==> src/rtl/occ_mon_pkg.sv <==
package occ_mon_pkg;

  // Number of bits needed to hold values 0..v.
  function automatic int unsigned bits_for(input int unsigned v);
    return (v < 1) ? 1 : $clog2(v + 1);
  endfunction

  // Defaults used by the top level.
  localparam int unsigned DEF_INTERVAL_LEN = 10000;
  localparam int unsigned DEF_MAX_RETIRE   = 4;
  localparam int unsigned DEF_OCC_W        = 6;
  localparam int unsigned DEF_SUM_W        = 16;
  localparam int unsigned DEF_CYC_W        = 16;

endpackage

==> src/rtl/omon_sat_counter.sv <==
// Saturating accumulator with a restart-and-load path.
module omon_sat_counter #(
  parameter int unsigned W     = 16,
  parameter int unsigned INC_W = 6
) (
  input  logic             clk,
  input  logic             rst,
  input  logic             restart,
  input  logic [INC_W-1:0] inc,
  output logic [W-1:0]     cnt
);

  localparam int unsigned EW = W + 1;

  logic [EW-1:0] wide;

  assign wide = {1'b0, cnt} + EW'(inc);

  always_ff @(posedge clk) begin
    if (rst) begin
      cnt <= '0;
    end else if (restart) begin
      // The closing cycle's increment opens the new interval.
      cnt <= W'(inc);
    end else if (wide[W]) begin
      cnt <= '1;
    end else begin
      cnt <= wide[W-1:0];
    end
  end

endmodule

==> src/rtl/omon_interval_framer.sv <==
// Counts retired instructions and flags the cycle that closes an interval.
module omon_interval_framer #(
  parameter int unsigned LEN   = 10000,
  parameter int unsigned CNT_W = 14,
  parameter int unsigned RET_W = 3
) (
  input  logic             clk,
  input  logic             rst,
  input  logic [RET_W-1:0] retire,
  output logic             iv_end,
  output logic [CNT_W-1:0] instr_cnt
);

  localparam int unsigned SW = CNT_W + 1;
  localparam logic [SW-1:0] LIMIT = SW'(LEN);

  logic [SW-1:0] nxt;

  assign nxt = {1'b0, instr_cnt} + SW'(retire);

  always_comb begin
    iv_end = (nxt >= LIMIT);
  end

  always_ff @(posedge clk) begin
    if (rst) begin
      instr_cnt <= '0;
    end else if (iv_end) begin
      // Excess retirements in the closing cycle are dropped.
      instr_cnt <= '0;
    end else begin
      instr_cnt <= nxt[CNT_W-1:0];
    end
  end

endmodule

==> src/rtl/omon_sample_reg.sv <==
// Output capture registers and the sample strobe.
module omon_sample_reg #(
  parameter int unsigned SUM_W = 16,
  parameter int unsigned CYC_W = 16
) (
  input  logic             clk,
  input  logic             rst,
  input  logic             load,
  input  logic [SUM_W-1:0] sum_in,
  input  logic [CYC_W-1:0] cyc_in,
  output logic [SUM_W-1:0] sum_out,
  output logic [CYC_W-1:0] cyc_out,
  output logic             strobe
);

  always_ff @(posedge clk) begin
    if (rst) begin
      sum_out <= '0;
      cyc_out <= '0;
      strobe  <= 1'b0;
    end else begin
      strobe <= load;
      if (load) begin
        sum_out <= sum_in;
        cyc_out <= cyc_in;
      end
    end
  end

endmodule

==> src/rtl/occ_interval_monitor.sv <==
module occ_interval_monitor #(
  parameter int unsigned INTERVAL_LEN = occ_mon_pkg::DEF_INTERVAL_LEN,
  parameter int unsigned MAX_RETIRE   = occ_mon_pkg::DEF_MAX_RETIRE,
  parameter int unsigned OCC_W        = occ_mon_pkg::DEF_OCC_W,
  parameter int unsigned SUM_W        = occ_mon_pkg::DEF_SUM_W,
  parameter int unsigned CYC_W        = occ_mon_pkg::DEF_CYC_W,
  localparam int unsigned RET_W       = occ_mon_pkg::bits_for(MAX_RETIRE)
) (
  input  logic             clk,
  input  logic             rst,
  input  logic [RET_W-1:0] retire_cnt,
  input  logic [OCC_W-1:0] q_occupancy,
  output logic [SUM_W-1:0] occ_sum,
  output logic [CYC_W-1:0] cyc_count,
  output logic             sample_valid
);

  localparam int unsigned CNT_W = occ_mon_pkg::bits_for(INTERVAL_LEN);

  logic             iv_end;
  logic [CNT_W-1:0] instr_cnt;
  logic [SUM_W-1:0] acc_q;
  logic [CYC_W-1:0] cyc_q;

  omon_interval_framer #(
    .LEN  (INTERVAL_LEN),
    .CNT_W(CNT_W),
    .RET_W(RET_W)
  ) u_framer (
    .clk      (clk),
    .rst      (rst),
    .retire   (retire_cnt),
    .iv_end   (iv_end),
    .instr_cnt(instr_cnt)
  );

  omon_sat_counter #(
    .W    (SUM_W),
    .INC_W(OCC_W)
  ) u_occ_acc (
    .clk    (clk),
    .rst    (rst),
    .restart(iv_end),
    .inc    (q_occupancy),
    .cnt    (acc_q)
  );

  omon_sat_counter #(
    .W    (CYC_W),
    .INC_W(1)
  ) u_cyc_acc (
    .clk    (clk),
    .rst    (rst),
    .restart(iv_end),
    .inc    (1'b1),
    .cnt    (cyc_q)
  );

  omon_sample_reg #(
    .SUM_W(SUM_W),
    .CYC_W(CYC_W)
  ) u_capture (
    .clk    (clk),
    .rst    (rst),
    .load   (iv_end),
    .sum_in (acc_q),
    .cyc_in (cyc_q),
    .sum_out(occ_sum),
    .cyc_out(cyc_count),
    .strobe (sample_valid)
  );

endmodule

==> config.mk <==
export PLATFORM = sky130hd
export DESIGN_NAME = occ_interval_monitor
export DESIGN_NICKNAME = d
export VERILOG_FILES = /design/src/rtl/occ_mon_pkg.sv /design/src/rtl/omon_sat_counter.sv /design/src/rtl/omon_interval_framer.sv /design/src/rtl/omon_sample_reg.sv /design/src/rtl/occ_interval_monitor.sv
export SDC_FILE = /design/constraint.sdc
export NUM_CORES = 1
export LEC_CHECK = 0
export BUFFER_PORTS_ARGS = -buffer_cell sky130_fd_sc_hd__buf_2
export CORE_MARGIN = 2
export CORE_UTILIZATION = 46
export DETAILED_ROUTE_END_ITERATION = 10
export MAX_ROUTING_LAYER = met4
export PLACE_DENSITY = 0.65
export SYNTH_ARGS = -nofsm -noshare
export SYNTH_HDL_FRONTEND = slang
export SYNTH_HIERARCHICAL = 1
export SYNTH_SLANG_ARGS = --single-unit
==> constraint.sdc <==
create_clock -name clk -period 4.5 [get_ports clk]
set_clock_uncertainty 0.2 [all_clocks]
set_input_delay 0.225 -clock clk [delete_from_list [all_inputs] [get_ports clk]]
set_output_delay 0.225 -clock clk [all_outputs]
set_load 0.005 [all_outputs]
==> results of run 1 <==
==> power breakdown <==
part           total (mW)  internal [mW]  switching (mW)
Combinational       0.280          0.121           0.159
Sequential          0.763          0.733          0.0305
Clock               0.625          0.368           0.257
==> synth_stat cells (3+ instances only) <==
cell / number / share of area
nor4_1: 13 / 0.021
inv_1: 12 / 0.012
a21oi_1: 22 / 0.029
dfxtp_1: 79 / 0.41
xor2_1: 11 / 0.025
a221oi_1: 7 / 0.016
nand2_1: 17 / 0.017
buf_6: 3 / 0.0088
nor3_1: 11 / 0.014
nor2_1: 47 / 0.046
mux2i_1: 35 / 0.091
xnor2_1: 17 / 0.039
a31oi_1: 5 / 0.0081
nor4b_1: 3 / 0.0068
a21o_1: 4 / 0.0078
nand4_1: 9 / 0.015
o21ai_0: 5 / 0.0065
buf_2: 7 / 0.0091
clkbuf_1: 5 / 0.0049
and4_1: 5 / 0.011
nor2b_1: 3 / 0.0049
ha_1: 11 / 0.036
buf_12: 3 / 0.016
a211oi_1: 3 / 0.0058
or2_2: 3 / 0.0049
nand3_1: 10 / 0.013
==> layout make-up <==
class	instances	area, µm²	share of cell area
inverters	12	45.04	0.01028
flip-flops and latches	79	1582	0.3609
repair buffers	53	305.3	0.06967
clock inverters	6	108.9	0.02484
well taps	105	131.4	0.02998
clock buffers	10	127.6	0.02913
multi-input cells	288	2082	0.4752
==> routing by layer <==
metal | vias up | GRT usage | part of all wire
met2 | 50 | 0.2937 | 0.47
met1 | 1462 | 0.2373 | 0.49
li1 | 1534 | - | -
met4 | 0 | 0.07976 | 0.013
met5 | - | - | 0
met3 | 8 | 0.03794 | 0.031
==> registers in the layout, indices dropped and copies added, names as in the netlist <==
name and count:
u_capture/cyc_out 16, u_capture/sum_out 16, u_cyc_acc/cnt 16, u_occ_acc/cnt 16, u_framer/instr_cnt 14, u_capture/strobe 1
==> cell families after synthesis <==
family,synth area share
AO/OA/AOI/OAI,0.1245
adder cells (fa/ha/maj),0.04604
AND/OR/NAND/NOR,0.2124
XOR/XNOR,0.06355
flip-flops,0.4099
buffers and inverters,0.05188
other,0.0009718
multiplexers,0.09079
==> critical path: cells and delay by family (launching register included) <==
family                   cells  cell delay (ps)
AO/OA/AOI/OAI                2              370
adder cells (fa/ha/maj)      2              680
flip-flops                   1              310
AND/OR/NAND/NOR              4             1570
XOR/XNOR                     1              260
==> per-stage QoR <==
stage | instance area, µm² | hold WS, ps | worst slack [ps] | util
after floorplan | 3862 | 101.2 | 1401 | -
after global placement | 4085 | 267.9 | 1072 | 0.4997
after detailed placement | 4085 | 280.1 | 1007 | 0.4997
after CTS | 4382 | 117.7 | 981.5 | 0.5360
after global routing | 4382 | 137.4 | 777.9 | 0.5360
final | 4382 | 134.0 | 1016 | 0.5360
==> worst max path at each step <==
stage                                      from                            to  slack [ps]  depth (start not counted)
3_5_place_dp                      retire_cnt[0]  u_occ_acc/cnt[10]$_SDFF_PP0_        1010                         10
6_report       u_framer/instr_cnt[0]$_SDFF_PP0_  u_cyc_acc/cnt[12]$_SDFF_PP0_        1020                          9
2_1_floorplan  u_framer/instr_cnt[0]$_SDFF_PP0_  u_cyc_acc/cnt[10]$_SDFF_PP0_        1400                         11
4_1_cts        u_framer/instr_cnt[0]$_SDFF_PP0_  u_occ_acc/cnt[10]$_SDFF_PP0_         980                          9
3_3_place_gp                      retire_cnt[0]  u_cyc_acc/cnt[12]$_SDFF_PP0_        1070                         10
5_1_grt        u_framer/instr_cnt[0]$_SDFF_PP0_  u_cyc_acc/cnt[12]$_SDFF_PP0_         780                          9
==> run metrics, run 1 <==
RSZ-0062 raised after global routing no; TritonCTS buffer count 9; vias in the first global route 2805; P_leak 1.664 nW; Post-DRT Antenna Nets 0; WL per Instance 14.21 µm; Horiz. Die Dim 95.59 µm; WHS Path Cells 3; critical path launch point type register; crit path capture type register; TritonCTS clock tree built; Critical Path, Cell by Cell ha_1 > fa_1 > a21oi_1 > nor2_1 > xnor2_1 > a311oi_4 > or3_2 > or2_2 > nor3_1; Reg-to-Reg End u_cyc_acc/cnt[12]$_SDFF_PP0_; initial antenna violation count 0; pin count of the biggest net entering global routing 49; Worst Hold Launch retire_cnt[0]; fraction of registers with async set/reset 0; Rel. slew slack 0.3720; Crit-path slowest cell or3_2; HP Class input pin to register; placed cell count 531; Initial Utilization 0.4720; #FFs+latches synth 79; DRC viols 0; Total Wirelength 7858 µm; syn_area_per_cell 9.695 µm²; H-tree depth 3; Netlist cell types 64; nets@finish 467; Setup CP Type register to register; Power Density 380.8 nW/µm²; achievable clock frequency 287.0 MHz; worst r2r path cells 9; most frequent cells in the layout dfxtp_1, nor2_1, buf_2, mux2i_1, a21oi_1; Final setup violation count 0; clk sinks 79; fin cells 553; via count 3054; max incr delay on CP 730 ps; Congestion Overflow GR 0; CP Max Fanout 22; Critical Path RT 4580 ps; number of flops mapped to enable cells by yosys 0; post-cts resize count 0; chip height 95.59 µm; Fill cells 738; GRT Util Overall 0.1882; vias per cell 5.523; die area 9137 µm²; Seq/Total Area, Yosys 0.4099; Max clock buf depth 2; origin of the critical flop-to-flop path u_framer/instr_cnt[0]$_SDFF_PP0_; status completed; share of cells above drive strength 1 0.1920; Design Power 1.668 mW; TritonRoute pass-1 iters 4; FP Rows 33; number of top-level pins 44; Area growth syn-to-layout 13.55%; HPWL after DPL 5278 µm; setup TNS 0 ps; # diodes 0; max-cap violations 0; fin crit share 0.7742; Worst-Margin Slew 942.1 ps; port bufs 43; Min Clock Period, post-route 3484 ps; ys flop type dfxtp_1; clk_lat worst skew 350 ps; fin. max-slew vios 0; gp weighted congestion 0.8368; clock-pin transition on the worst setup and hold timing paths 80 ps; Post-Syn Area 3859 µm²; post-cts hold buffer count 6; Detailed Route Iter0 Violations 162; Hold Vio Cnt, Final 0; core footprint 8175 µm²; setup bufs post-CTS 0; cell count after synthesis 398; R2R setup slack 1020 ps; CTS Root Cell clkbuf_8; Synth warnings 6; most common cell after layout, fill and taps aside dfxtp_1; Worst Hold End u_framer/instr_cnt[0]$_SDFF_PP0_; Arr. time, crit path 3560 ps; maximum VDD drop 0.0002353 V; first-pass GRT wire length 13160 µm
Note: power is estimated with default switching activity, not from simulation.
==> inputs of run 2 (changes only) <==
Settings changed: ABC_AREA from default to 1, PLACE_DENSITY 0.65 to 0.67.
Clock period 4.5 ns to 3.2 ns, I/O delays scaled along.
==> run metrics, run 2 <==
Reg-to-Reg End u_occ_acc/cnt[0]$_SDFF_PP0_; via count 3939 (+29%); CP Max Fanout 10 (-55%); Reg area 1582 µm² (unchanged); most frequent cells after synthesis nand2_1, nor2_1, inv_1; Worst Hold Slack 14.93 ps (-119.1 ps); clk_lat worst skew 350 ps (about the same); achievable clock frequency 332.8 MHz; number of flops mapped to enable cells by yosys 0 (unchanged); ys flop type dfxtp_1; Fill cells 882 (+20%); HP Class input pin to register; initial antenna violation count 0 (unchanged); first-pass GRT wire length 16250 µm (+23%); HPWL after DPL 6657 µm (+26%); critical path launch point type input pin; most frequent cells in the layout nand2_1, nor2_1, inv_1, dfxtp_1, buf_2; fin. max-slew vios 0 (unchanged); WHS Path Cells 4 (+1); fin crit share 0.9390; area of the multi-input gates 2208 µm² (+6.1%); Int Pwr 1.540 mW (+26%); CP endpoint u_occ_acc/cnt[0]$_SDFF_PP0_; GRT Util Overall 0.1995 (+0.01128); core footprint 9153 µm² (+12%); Post-DRT Antenna Nets 0 (unchanged); Initial Utilization 0.4714 (-0.0006324); most common cell after layout, fill and taps aside nand2_1; clock share of power 0.350 (-0.025); # diodes 0 (unchanged); Area growth syn-to-layout 13.25%; cell count after synthesis 652 (+64%); Worst Setup SP retire_cnt[0]; Netlist cell types 36 (-44%); syn_area_per_cell 6.617 µm² (-32%); max-cap violations 0 (unchanged); TritonCTS buffer count 9 (unchanged); number of top-level pins 44 (unchanged); clk sinks 79 (unchanged); Power Density 450.0 nW/µm² (+18%); Horiz. Die Dim 100.8 µm (+5.5%); status completed; FP Rows 35 (+6.1%); pin count of the biggest net entering global routing 53 (+8.2%); area leader, netlist dfxtp_1; WL per Instance 11.19 µm (-21%); top post-synthesis cells by area dfxtp_1, nand2_1, nor2_1, inv_1, nand3_1; Hold Vio Cnt, Final 0 (unchanged); Critical Path RT 3240 ps (-1340 ps); setup bufs post-CTS 0 (unchanged); Synth top area share 0.3666 (-0.04327); worst r2r path cells 14 (+5); TritonRoute pass-1 iters 5 (+1); port bufs 43 (unchanged); Logic pwr share 0.163 (-0.005); Max clock buf depth 2 (unchanged); fraction of registers with async set/reset 0 (unchanged); vias per cell 4.798 (-13%); Layout Utilization 0.5338 (-0.002131); Seq/Total Area, Yosys 0.3666 (-0.04327); Detailed Route Iter0 Violations 128 (-21%); gp weighted congestion 0.8721 (+4.2%); clock-pin transition on the worst setup and hold timing paths 80 ps (about the same); cell with the most instances after synthesis nand2_1; Seq pwr share 0.487 (+0.029); Post-Syn Area 4314 µm² (+12%); H-tree depth 3 (unchanged); vias in the first global route 3790 (+35%); P_leak 2.379 nW (+43%); CTS Root Cell clkbuf_8; nets@finish 729 (+56%); Min Clock Period, post-route 3005 ps; R2R setup slack 340 ps (-680 ps); Congestion Overflow GR 0 (unchanged); Rel. slew slack 0.3194 (-0.05261); Worst-Margin Slew 1020 ps (+77.79 ps); Total Wirelength 9185 µm (+17%); share of cells above drive strength 1 0.1437 (-0.04830); Switch Pwr 0.6582 mW (+47%); Final setup violation count 0 (unchanged); DRC viols 0 (unchanged); chip height 100.8 µm (+5.5%); Switching Share 0.2994 (+0.03155); maximum VDD drop 0.0002453 V (+4.3%); Setup CP Type input pin to register; origin of the critical flop-to-flop path u_framer/instr_cnt[0]$_SDFF_PP0_; #FFs+latches synth 79 (unchanged); Arr. time, crit path 3040 ps (-520 ps); Synth warnings 6 (unchanged); die area 10170 µm² (+11%); crit path capture type register; TritonCTS clock tree built
run 2: changes by cell type after synthesis, moves of 16 or more:
cell / change
nand2_1: +162
inv_1: +97
nor2_1: +74
nand3_1: +32
a21oi_1: -16
mux2i_1: -35
run 2: worst min path at each step:
stage | start | to | slack (ps)
after floorplan | rst | u_capture/strobe$_SDFF_PP0_ | 30
after global placement | u_capture/cyc_out[2]$_SDFFE_PP0P_ | u_capture/cyc_out[2]$_SDFFE_PP0P_ | 250
after detailed placement | u_capture/cyc_out[3]$_SDFFE_PP0P_ | u_capture/cyc_out[3]$_SDFFE_PP0P_ | 260
after CTS | retire_cnt[1] | u_framer/instr_cnt[1]$_SDFF_PP0_ | 10
after global routing | retire_cnt[1] | u_framer/instr_cnt[1]$_SDFF_PP0_ | 50
final | retire_cnt[1] | u_framer/instr_cnt[1]$_SDFF_PP0_ | 10
run 2: logic make-up (layout without fill, tap and decap cells):
| kind of cell | after synthesis | in the layout | share of synthesized area |
|---|---|---|---|
| flops | 79 | 79 | 0.3666 |
| buf+inv | 125 | 182 | 0.1241 |
| simple gates | 392 | 392 | 0.4049 |
| compound gates | 32 | 32 | 0.04205 |
| xor+xnor | 10 | 10 | 0.02030 |
| other cells | 1 | 2 | 0.0008692 |
| fa+ha+maj | 13 | 13 | 0.04118 |
run 2: area by class of cell:
type	instances	area share
Sequential cell	79	0.3237
Tap cell	111	0.02843
Clock inverter	7	0.01588
Inverter	112	0.08707
Multi-Input combinational cell	449	0.4520
Clock buffer	9	0.02535
Timing Repair Buffer	54	0.06761
run 2: worst max-delay path, stage by stage:
cell	delay (ps)
dlygate4sd3_1	540
buf_2	120
ha_1	210
fa_1	420
nand3_1	120
nand2_2	120
nand4_1	160
nand2_1	110
inv_1	70
nand2_1	40
nor2_1	90
nand3_1	160
nand2_4	200
clkinvlp_4	200
o21ai_0	230
nor2_1	80
run 2: repair_timing:
item	in CTS	in global routing
hold endpoints to repair	8	0
setup endpoints to repair	0	7
gates resized for setup	0	2
hold buffers	8	0
run 2: metrics by stage:
step | instances | setup TNS (ps) | total power, mW | instance area [µm²] | setup WS [ps]
final | 821 | 0 | 2.199 | 4886 | 195.3
after global routing | 821 | -4.939 | 2.320 | 4886 | -4.939
after CTS | 821 | 0 | 2.213 | 4877 | 211.9
after detailed placement | 797 | 0 | 1.438 | 4596 | 347.0
after global placement | 797 | 0 | 1.428 | 4596 | 457.7
after floorplan | 653 | 0 | 1.361 | 4318 | 628.1
run 2: power by group through the flow:
stage / clock network (mW) / registers [mW] / logic [mW]
finish: 0.769 / 1.07 / 0.359
CTS: 0.788 / 1.07 / 0.355
global route: 0.830 / 1.08 / 0.412
floorplan: 0 / 1.08 / 0.281
global placement: 0 / 1.09 / 0.336
detailed placement: 0 / 1.09 / 0.346
run 2: routing by layer:
layer,up-vias,track usage,wire length [µm]
li1,2093,-,-
met3,12,0.02635,284
met5,-,-,0
met1,1759,0.2405,4359
met4,0,0.07271,146
met2,75,0.3405,4395
==> inputs of run 3 (changes only) <==
Settings changed: BUFFER_PORTS_ARGS -buffer_cell sky130_fd_sc_hd__buf_2 to -buffer_cell sky130_fd_sc_hd__clkbuf_2.
==> run metrics, run 3 (synthesized netlist as in run 2, its figures left out) <==
status completed; GRT Util Overall 0.1913 (-0.008228); most frequent cells in the layout nand2_1, nor2_1, inv_1, dfxtp_1, clkbuf_2; most common cell after layout, fill and taps aside nand2_1; Arr. time, crit path 2980 ps (-60 ps); Total Wirelength 9086 µm (-1.1%); Worst Hold End u_framer/instr_cnt[1]$_SDFF_PP0_; setup bufs post-CTS 0 (unchanged); fin. max-slew vios 0 (unchanged); Horiz. Die Dim 100.8 µm (unchanged); placed cell area 4583 µm² (-0.27%); H-tree depth 3 (unchanged); final instance area 4880 µm² (-0.13%); number of top-level pins 44 (unchanged); Setup CP Type input pin to register; placed cell count 797 (unchanged); Final setup violation count 0 (unchanged); clock-pin transition on the worst setup and hold timing paths 90 ps (about the same); Final WS setup 271.8 ps (+76.43 ps); Worst Setup SP retire_cnt[0]; Worst-Margin Slew 1000 ps (-19.46 ps); setup TNS 0 ps (unchanged); WHS Path Cells 4 (unchanged); port bufs 43 (unchanged); Area growth syn-to-layout 13.11%; Post-DRT Antenna Nets 0 (unchanged); TritonRoute pass-1 iters 4 (-1); fin crit share 0.9151 (-0.02388); TritonCTS clock tree built; via count 3941 (+0.051%); clk sinks 79 (unchanged); fin cells 821 (unchanged); nets@finish 729 (unchanged); FP Rows 35 (unchanged); die area 10170 µm² (unchanged); DRC viols 0 (unchanged); Congestion Overflow GR 0 (unchanged); max-cap violations 0 (unchanged); Initial Utilization 0.4714 (unchanged); HP Class input pin to register; CP Max Fanout 36 (+26); vias per cell 4.800 (about the same); WL per Instance 11.07 µm (-1.1%); critical path launch point type input pin; initial antenna violation count 0 (unchanged); clk_lat worst skew 350 ps (about the same); Rel. slew slack 0.3323 (+0.01299); origin of the critical flop-to-flop path u_framer/instr_cnt[0]$_SDFF_PP0_; CTS Root Cell clkbuf_8; Design Power 2.194 mW (-0.18%); # diodes 0 (unchanged); share of cells above drive strength 1 0.1437 (unchanged); Top Usage Layer GRT met2; worst r2r path cells 15 (+1); P_leak 2.353 nW (-1.1%); chip height 100.8 µm (unchanged); RSZ-0062 raised after global routing no; met2 Resource Use GR 0.3379 (-0.002564); Min Clock Period, post-route 2928 ps (-76.43 ps); Detailed Route Iter0 Violations 130 (+1.6%); R2R setup slack 400 ps (+60 ps); Critical Path RT 3250 ps (about the same); Reg-to-Reg End u_capture/cyc_out[6]$_SDFFE_PP0P_; pin count of the biggest net entering global routing 37 (-30%); Hold Vio Cnt, Final 0 (unchanged); met3 track demand over resource 0.02913 (+0.002774); vias in the first global route 3655 (-3.6%); core footprint 9153 µm² (unchanged); Worst Hold Launch retire_cnt[1]; gp weighted congestion 0.8799 (+0.89%); HPWL after DPL 6529 µm (-1.9%); Setup Slack @ Placement 240.3 ps (-106.7 ps); Max clock buf depth 2 (unchanged); first-pass GRT wire length 15460 µm (-4.8%); crit path capture type register; Power Density 449.7 nW/µm² (about the same); maximum VDD drop 0.0002696 V (+9.9%); achievable clock frequency 341.5 MHz (+2.6%); GR Util met1 0.2234 (-0.01715); TritonCTS buffer count 9 (unchanged)
run 3: per-stage QoR:
stage,hold WS (ps),utilization
after CTS,26.84,0.5316
after floorplan,31.25,-
after global routing,68.53,0.5332
after detailed placement,261.6,0.5008
final,30.40,0.5332
after global placement,257.2,0.5008
run 3: area by class of cell:
cell class                 count  area (µm²)
fill                         915        4273
multi-input combinational    449        2213
sequential                    79        1582
inverter                     112       421.7
timing repair buffer          54       321.6
tap                          111       138.9
clock buffer                   9       123.9
clock inverter                 7       78.83
run 3: worst max-delay path, stage by stage:
cell and delay (ps):
dlygate4sd3_1 530, clkbuf_2 100, ha_1 210, fa_1 410, nand3_1 110, nand2_2 120, nand4_1 140, nand2_1 100
inv_1 60, nand2_1 40, nor2_1 80, nand3_1 160, nand2_4 250, buf_6 280, nand2_1 90, nand2_1 60
nor2_1 60
run 3: worst max-delay path by stage:
stage | end | slack [ps]
after floorplan | u_cyc_acc/cnt[4]$_SDFF_PP0_ | 630
after global placement | u_occ_acc/cnt[15]$_SDFF_PP0_ | 320
after detailed placement | u_capture/cyc_out[6]$_SDFFE_PP0P_ | 240
after CTS | u_capture/cyc_out[6]$_SDFFE_PP0P_ | 120
after global routing | u_occ_acc/cnt[0]$_SDFF_PP0_ | 60
final | u_capture/cyc_out[6]$_SDFFE_PP0P_ | 270
run 3: repair_timing:
item	4_1_cts	5_1_grt
hold endpoints to repair	8	0
hold buffers	8	0
resized for setup	0	4
endpoints found under the setup margin	0	36
run 3: where the power goes:
group          leakage [nW]  switching, mW  internal [mW]
sequential            0.639         0.0391           1.03
combinational          1.61          0.217          0.142
clock                 0.104          0.399          0.369
run 3: layer usage:
metal / wire length, µm / vias up
li1: - / 2095
met1: 4223 / 1752
met2: 4431 / 85
met3: 330 / 9
met4: 100 / 0
met5: 0 / -
